===== src/rtl/uart_tx_pkg.sv =====
package uart_tx_pkg;

    localparam int GRP_MAX = 8;
    localparam int IDX_W   = $clog2(GRP_MAX);

    typedef struct packed {
        logic wide;      // 1: 8-bit group
        logic par_en;    // parity replaces top group bit
        logic par_odd;   // 1: odd parity
        logic two_stop;  // 1: two stop bits
    } tx_fmt_t;

    typedef enum logic [1:0] {
        ST_IDLE,
        ST_START,
        ST_DATA,
        ST_STOP
    } tx_state_t;

    // Index of the most significant bit of the group
    function automatic logic [IDX_W-1:0] group_top(input tx_fmt_t f);
        return f.wide ? IDX_W'(GRP_MAX - 1) : IDX_W'(GRP_MAX - 2);
    endfunction

    // Build the group: mask unused bit, insert parity at the top position
    function automatic logic [GRP_MAX-1:0] build_group(input logic [GRP_MAX-1:0] d,
                                                        input tx_fmt_t f);
        logic [GRP_MAX-1:0] g;
        logic [IDX_W-1:0]   top;
        logic               p;
        top = group_top(f);
        g   = d;
        if (!f.wide) g[GRP_MAX-1] = 1'b0;
        p = f.par_odd;
        for (int i = 0; i < GRP_MAX - 1; i++) begin
            if (i < int'(top)) p = p ^ d[i];
        end
        if (f.par_en) g[top] = p;
        return g;
    endfunction

endpackage


===== src/rtl/uart_tx_baud.sv =====
module uart_tx_baud #(
    parameter int DIV_W = 16
) (
    input  logic             clk,
    input  logic             rst,
    input  logic             restart,
    input  logic             run,
    input  logic [DIV_W-1:0] div_in,
    output logic             tick
);
    logic [DIV_W-1:0] div_q;
    logic [DIV_W-1:0] cnt;
    logic [DIV_W-1:0] lim_m1;

    always_comb begin
        lim_m1 = (div_q == '0) ? '0 : div_q - 1'b1;
        tick   = run && (cnt == lim_m1);
    end

    always_ff @(posedge clk) begin
        if (rst) begin
            div_q <= DIV_W'(1);
            cnt   <= '0;
        end else if (restart) begin
            div_q <= div_in;
            cnt   <= '0;
        end else if (run) begin
            cnt <= tick ? '0 : cnt + 1'b1;
        end
    end
endmodule


===== src/rtl/uart_tx_grouper.sv =====
module uart_tx_grouper
    import uart_tx_pkg::*;
(
    input  logic [GRP_MAX-1:0] data,
    input  tx_fmt_t            fmt,
    output logic [GRP_MAX-1:0] group,
    output logic [IDX_W-1:0]   last_idx
);
    always_comb begin
        group    = build_group(data, fmt);
        last_idx = group_top(fmt);
    end
endmodule


===== src/rtl/uart_tx_frame.sv =====
module uart_tx_frame
    import uart_tx_pkg::*;
(
    input  logic               clk,
    input  logic               rst,
    input  logic               in_valid,
    input  logic [GRP_MAX-1:0] group,
    input  logic [IDX_W-1:0]   last_idx_in,
    input  logic               two_stop_in,
    input  logic               tick,
    output logic               accept,
    output logic               busy,
    output logic               ready,
    output logic               tx
);
    tx_state_t          state;
    logic [GRP_MAX-1:0] shreg;
    logic [IDX_W-1:0]   idx;
    logic [IDX_W-1:0]   last_idx;
    logic               two_stop_q;
    logic               stop_second;
    logic               tx_q;

    always_comb begin
        ready  = (state == ST_IDLE);
        busy   = !ready;
        accept = ready && in_valid;
        tx     = tx_q;
    end

    always_ff @(posedge clk) begin
        if (rst) begin
            state       <= ST_IDLE;
            shreg       <= '0;
            idx         <= '0;
            last_idx    <= '0;
            two_stop_q  <= 1'b0;
            stop_second <= 1'b0;
            tx_q        <= 1'b1;
        end else begin
            unique case (state)
                ST_IDLE: begin
                    if (accept) begin
                        shreg      <= group;
                        last_idx   <= last_idx_in;
                        two_stop_q <= two_stop_in;
                        idx        <= '0;
                        tx_q       <= 1'b0;
                        state      <= ST_START;
                    end
                end
                ST_START: begin
                    if (tick) begin
                        tx_q  <= shreg[0];
                        shreg <= shreg >> 1;
                        idx   <= '0;
                        state <= ST_DATA;
                    end
                end
                ST_DATA: begin
                    if (tick) begin
                        if (idx == last_idx) begin
                            tx_q        <= 1'b1;
                            stop_second <= 1'b0;
                            state       <= ST_STOP;
                        end else begin
                            tx_q  <= shreg[0];
                            shreg <= shreg >> 1;
                            idx   <= idx + 1'b1;
                        end
                    end
                end
                ST_STOP: begin
                    if (tick) begin
                        if (two_stop_q && !stop_second) stop_second <= 1'b1;
                        else                            state       <= ST_IDLE;
                    end
                end
                default: state <= ST_IDLE;
            endcase
        end
    end
endmodule


===== src/rtl/uart_tx_top.sv =====
module uart_tx_top
    import uart_tx_pkg::*;
#(
    parameter int DIV_W = 16
) (
    input  logic               clk,
    input  logic               rst,
    input  logic [DIV_W-1:0]   div,
    input  logic               cfg_eight,
    input  logic               cfg_par_en,
    input  logic               cfg_par_odd,
    input  logic               cfg_two_stop,
    input  logic               in_valid,
    input  logic [GRP_MAX-1:0] in_data,
    output logic               in_ready,
    output logic               tx_line
);
    tx_fmt_t            fmt;
    logic [GRP_MAX-1:0] group;
    logic [IDX_W-1:0]   last_idx;
    logic               accept;
    logic               busy;
    logic               bit_tick;

    always_comb begin
        fmt.wide     = cfg_eight;
        fmt.par_en   = cfg_par_en;
        fmt.par_odd  = cfg_par_odd;
        fmt.two_stop = cfg_two_stop;
    end

    uart_tx_grouper u_grp (
        .data     (in_data),
        .fmt      (fmt),
        .group    (group),
        .last_idx (last_idx)
    );

    uart_tx_baud #(.DIV_W(DIV_W)) u_baud (
        .clk     (clk),
        .rst     (rst),
        .restart (accept),
        .run     (busy),
        .div_in  (div),
        .tick    (bit_tick)
    );

    uart_tx_frame u_frame (
        .clk         (clk),
        .rst         (rst),
        .in_valid    (in_valid),
        .group       (group),
        .last_idx_in (last_idx),
        .two_stop_in (fmt.two_stop),
        .tick        (bit_tick),
        .accept      (accept),
        .busy        (busy),
        .ready       (in_ready),
        .tx          (tx_line)
    );
endmodule


===== config.mk =====
export PLATFORM = sky130hd
export DESIGN_NAME = uart_tx_top
export DESIGN_NICKNAME = d
export VERILOG_FILES = /design/src/rtl/uart_tx_pkg.sv /design/src/rtl/uart_tx_baud.sv /design/src/rtl/uart_tx_grouper.sv /design/src/rtl/uart_tx_frame.sv /design/src/rtl/uart_tx_top.sv
export SDC_FILE = /design/constraint.sdc
export NUM_CORES = 1
export LEC_CHECK = 0
export ABC_AREA = 1
export BUFFER_PORTS_ARGS = -buffer_cell sky130_fd_sc_hd__buf_2
export CORE_MARGIN = 3
export CORE_UTILIZATION = 34
export DETAILED_ROUTE_END_ITERATION = 12
export PLACE_DENSITY = 0.52
export SYNTH_ARGS = -nofsm -noshare
export SYNTH_HDL_FRONTEND = slang
export SYNTH_SLANG_ARGS = --single-unit

===== constraint.sdc =====
create_clock -name clk -period 2.7 [get_ports clk]
set_clock_uncertainty 0.1 [all_clocks]
set_input_delay 0.405 -clock clk [delete_from_list [all_inputs] [get_ports clk]]
set_output_delay 0.405 -clock clk [all_outputs]
set_load 0.01 [all_outputs]

==> impl_metrics.yaml, run 1 <==
synthesis:
  syn_area_um2: 3130
  ys_ff_latch: 50
  synthCells: 486
  postSynthNetCount: 524
  synth_top_area_share_pct: 31.9
  synth_area_leaders: "dfxtp_1 (32%), nand2_1 (14%), nor2_1 (8.9%)"
  synthDistinctLibCells: 34
  ys_seq_area_share_pct: 31.9
  syn_area_per_cell_um2: 6.45
  yosysTopAreaCell: "dfxtp_1"
  yosys_warnings: 0
sta:
  setup-violations-final: 0
  tns_ns: 0
  relSlewSlack_pct: 57.2
  fmax_mhz: 408
  setup_ws_ns: 0.251
  rsz0062_at_grt: "no"
  period_share_pct: 90.7
  drv_slew: 0
  tightest_slew_ns: 0.640
  finalCriticalPeriod_ns: 2.45
  final-hold-violation-count: 0
  holdWs_ns: 0.223
clock_tree:
  cts_tree: "done"
  clkTransAtPathRegs_ns: 0.09
  clk_latency_ns: 0.30
  h-tree-depth: 2
  cts-buffers-inserted: 5
  clockRootBuffer: "clkbuf_8"
  clk_path_buf_depth: 2
  cts_sinks: 50
drt:
  routed-via-count: 3035
  firstDrtPassIters: 4
  drtIter0Drc: 94
  drc: 0
  routed_via_density: 4.80
  drtAntennaViolNets: 0
  routedWlPerCell_um: 12.1
  wl_mm: 7.67
worst_setup_path:
  cp.required_ns: 2.81
  end_kind: "flop"
  crit_fanout: 17
  setup.worst_path.start_class: "flop"
  worstPathArrival_ns: 2.56
  critPathKind: "flop to flop"
layout:
  nNetsFinal: 561
  syn_to_final_growth_pct: 16.1
  diodes: 0
  layout_common_cells: "nand2_1 (116), nor2_1 (73), inv_1 (63), dfxtp_1 (50), nand3_1 (33)"
  fill_cells: 952
  final_common_cell: "nand2_1"
  fin_util_pct: 41.1
  drive_above_1_share_pct: 14.1
floorplanning:
  pin_count: 33
  dieWidth_um: 102
  coreArea_um2: 8850
  num_rows: 34
  start_util_pct: 35.4
  die_area_um2: 10400
  fp.dieH_um: 102
placement:
  hpwl_mm: 5.93
  io_buffers: 32
  place_congestion: 0.816
  place_ws_ns: 0.0620
global_route:
  grt_pass1_vias: 2999
  grtUsageMet1_pct: 18.2
  grtUsageMet2_pct: 28.9
  grtUsageMet3_pct: 2.59
  antenna_found_initial: 0
  grt_usage_pct: 15.6
  grt_max_degree: 33
  grt-busiest-layer: "met2"
  globalRouteOverflowTotal: 0
  grt_pass1_wl_mm: 13.1
power_and_ir_drop:
  p_total_mw: 3.35
  power.density_nw_per_um2: 920
  ir_drop_mv: 0.384
  p_leak_nw: 1.67
outcome:
  status: "completed"
run:
  cap_violations: 0
min_path:
  hp-class: "primary input to flop"
-- stage by stage --
step | cell area (um2) | std cells
finish | 3640 | 632
global route | 3640 | 632
CTS | 3570 | 629
detailed placement | 3430 | 621
global placement | 3430 | 621
floorplan | 3130 | 486
-- registers in the layout, indices dropped and copies added, names as in the netlist --
register,cells
u_frame.idx,3
u_frame.stop_second,1
u_baud.div_q,16
u_baud.cnt,16
u_frame.last_idx,2
u_frame.state,2
u_frame.two_stop_q,1
u_frame.tx,1
u_frame.shreg,8
-- layer usage --
metal	vias to the layer above	wire [um]
li1	1629	-
met2	37	3870
met3	10	264
met4	0	125
met5	-	0
met1	1359	3410
-- where the power goes --
group / internal (mW) / switching (mW)
Sequential: 0.902 / 0.133
Clock: 0.395 / 0.258
Combinational: 0.586 / 1.07
Total: 1.88 / 1.46
-- Yosys cell counts --
cell type / n
buf_2: 1
clkbuf_1: 6
nand3_1: 33
nor3_1: 6
nor4_1: 2
nand3_4: 2
nor2_2: 5
nand3b_1: 3
nand4_1: 12
nand3b_2: 2
xnor2_1: 6
a31oi_1: 1
a211oi_1: 1
buf_6: 4
a21oi_1: 25
nor3b_1: 3
o31ai_1: 1
ha_1: 7
and3_1: 1
nand2_1: 116
o211ai_1: 3
buf_4: 1
inv_2: 2
nor2_4: 3
nand2_4: 2
xor2_1: 11
o21ai_1: 1
nand2_2: 5
nor2_1: 74
o2111ai_1: 1
dfxtp_1: 50
inv_1: 63
and2_1: 1
o21ai_0: 32
-- cells by family (layout without fill, tap and decap cells) --
logic type	Yosys count	after routing	synth area share (%)
simple gates	270	272	39.2
buf+inv	77	113	10.3
compound gates	65	65	10.9
flops	50	50	31.9
xor+xnor	17	17	4.75
fa+ha+maj	7	7	2.79
-- final timing paths --
check | from | endpoint | slack (ns) | cells past startpoint
worst max-delay path | u_baud.div_q[0] | u_frame.shreg[6] | 0.25 | 18
worst min-delay path | rst | u_frame.idx[2] | 0.22 | 2
worst max register to register | u_baud.div_q[0] | u_frame.shreg[6] | 0.25 | 18
worst min register to register | u_frame.two_stop_q | u_frame.two_stop_q | 0.36 | 2
-- layout make-up --
cell class / count / area, um2 / area share, %
Timing Repair Buffer: 40 / 245 / 6.74
Clock inverter: 2 / 60.1 / 1.65
Multi-Input combinational cell: 361 / 1870 / 51.4
Tap cell: 108 / 135 / 3.71
Sequential cell: 50 / 1000 / 27.5
Inverter: 65 / 244 / 6.70
Clock buffer: 6 / 82.6 / 2.27
-- worst max-delay path: stages, from the launching register on --
cell	delay [ns]
dfxtp_1	0.32
inv_2	0.09
ha_2	0.23
nand2_4	0.09
nor2_4	0.15
nand2_4	0.12
buf_12	0.18
nand3b_2	0.06
nand2_1	0.05
nor2_1	0.10
nand3b_1	0.12
nor2_4	0.13
nand3_4	0.13
nand2_8	0.12
nand3_4	0.10
inv_1	0.11
nand2_1	0.05
nand2_1	0.06
nor2_1	0.04
-- what timing repair did --
| item | in CTS | in global routing |
|---|---|---|
| buffers inserted | 0 | 1 |
| hold buffers | 0 | 0 |
| setup endpoints to repair | 0 | 19 |
| gates resized for setup | 0 | 9 |
Power figures use the tool's default switching activity.
==> run 2: changes to the inputs <==
--- a/config.mk
+++ b/config.mk
@@ -10,6 +10,7 @@
 export CORE_MARGIN = 3
 export CORE_UTILIZATION = 34
 export DETAILED_ROUTE_END_ITERATION = 12
+export GPL_TIMING_DRIVEN = 0
 export PLACE_DENSITY = 0.52
 export SYNTH_ARGS = -nofsm -noshare
 export SYNTH_HDL_FRONTEND = slang
==> run 2 against run 1 <==
Total power down 3.5%. Sequential share of layout area up 0.27 points. Final cell count up 0.32%. Utilization down 0.40 points. Largest cell class unchanged. Sequential cell count unchanged. Fmax down 2.7%. Largest power group unchanged.
==> impl_metrics.yaml, run 2 (same netlist as run 1, synthesis figures left out) <==
layout:
  layout_common_cells: "nand2_1 (116), nor2_1 (72), inv_1 (63), dfxtp_1 (50), buf_2 (33)"
  drive_above_1_share_pct: 14.1
  layout.cells.non_filler: 634
  final_area_um2: 3600
  syn_to_final_growth_pct: 15.0
  diodes: 0
  final_common_cell: "nand2_1"
  reg_top3: "u_baud.cnt: 16 flops, u_baud.div_q: 16 flops, u_frame.shreg: 8 flops"
  nNetsFinal: 563
  fin_util_pct: 40.7
power_and_ir_drop:
  p_total_mw: 3.23
  p_leak_nw: 1.64
  power.density_nw_per_um2: 896
  ir_drop_mv: 0.463
sta:
  setup-violations-final: 0
  relSlewSlack_pct: 66.0
  final-hold-violation-count: 0
  drv_slew: 0
  fmax_mhz: 398
  finalCriticalPeriod_ns: 2.52
  tightest_slew_ns: 0.509
  period_share_pct: 93.2
placement:
  place_congestion: 0.821
  io_buffers: 32
  dp.cells: 626
  place_area_um2: 3430
  hpwl_mm: 6.43
clock_tree:
  cts_hold_buffers: 0
  clkTransAtPathRegs_ns: 0.10
  cts_tree: "done"
  clk_latency_ns: 0.31
  clockRootBuffer: "clkbuf_8"
  cts_sinks: 50
  cts-buffers-inserted: 5
  h-tree-depth: 2
  clk_path_buf_depth: 2
worst_setup_path:
  crit_family: "simple AND/OR/NAND/NOR gates"
  end_kind: "flop"
  worstPathArrival_ns: 2.63
  setup.worst_path.start_class: "flop"
  crit_fanout: 10
  critPathBufInv: 3
  max_stage_delay_ns: 0.32
  critPathKind: "flop to flop"
  cp.required_ns: 2.82
  path_cells: "inv_2 -> ha_4 -> nand2_4 -> nor2_4 -> nand2_2 -> buf_8 -> nand3b_2 -> nand3_1 -> nor2_1 -> nand2_1 -> nor2_4 -> nand3_4 -> nand2_4 -> nand3_4 -> buf_6 -> nor2_1 -> nor2_1"
  critPathMostFrequentCell: "nor2_1"
  cp_slowest_cell: "dfxtp_1"
global_route:
  grt_max_degree: 17
  antenna_found_initial: 0
  grt_usage_pct: 16.7
  globalRouteOverflowTotal: 0
  grt_pass1_vias: 3016
  grt_pass1_wl_mm: 13.8
floorplanning:
  die_area_um2: 10400
  num_rows: 34
  coreArea_um2: 8850
  pin_count: 33
  fp.dieH_um: 102
  dieWidth_um: 102
  start_util_pct: 35.4
drt:
  drc: 0
  firstDrtPassIters: 4
  routed_via_density: 4.85
  routedWlPerCell_um: 12.9
  wl_mm: 8.16
  drtAntennaViolNets: 0
  routed-via-count: 3075
  drtIter0Drc: 85
min_path:
  hp-class: "primary input to flop"
run:
  cap_violations: 0
outcome:
  status: "completed"
-- run 2: cell type report --
type                    count  area, um2
plain buffers              12       83.8
clock buffers               5       68.8
clock inverters             3       43.8
fillers                   956       5240
inverters                  65        244
multi-input cells         359       1870
flip-flops and latches     50       1000
well taps                 108        135
repair buffers             32        160
-- run 2: timing repair --
| action | CTS | global route |
|---|---|---|
| endpoints found under the setup margin | 2 | 23 |
| gates resized for setup | 1 | 13 |
| buffers inserted | 0 | 0 |
-- run 2: per-stage QoR --
stage	setup TNS (ns)	hold slack, ns	setup slack [ns]
2_1_floorplan	0	0.330	0.474
4_1_cts	0	0.214	0.0671
3_3_place_gp	0	0.362	0.0370
3_5_place_dp	0	0.371	0.0216
5_1_grt	-0.0201	0.232	-0.0191
6_report	0	0.222	0.185
-- run 2: power breakdown --
group / total (mW) / internal [mW] / leakage [nW] / switching (mW)
sequential: 1.03 / 0.902 / 0.410 / 0.129
combinational: 1.65 / 0.575 / 1.17 / 1.07
clock: 0.551 / 0.278 / 0.0585 / 0.273
-- run 2: routing by layer --
metal	GRT usage [%]	part of all wire (%)	routed length [um]
met1	19.7	46	3750
met2	31.6	51	4150
met3	2.39	2.3	188
met4	3.63	0.97	79
met5	0	0	0
-- run 2: worst paths after layout --
path | from | to | slack, ns | cells after the start
worst max-delay path | u_baud.div_q[0] | u_frame.shreg[3] | 0.18 | 17
worst min-delay path | rst | u_frame.shreg[7] | 0.22 | 2
worst max register to register | u_baud.div_q[0] | u_frame.shreg[3] | 0.18 | 17
worst min register to register | u_frame.tx | u_frame.tx | 0.39 | 2
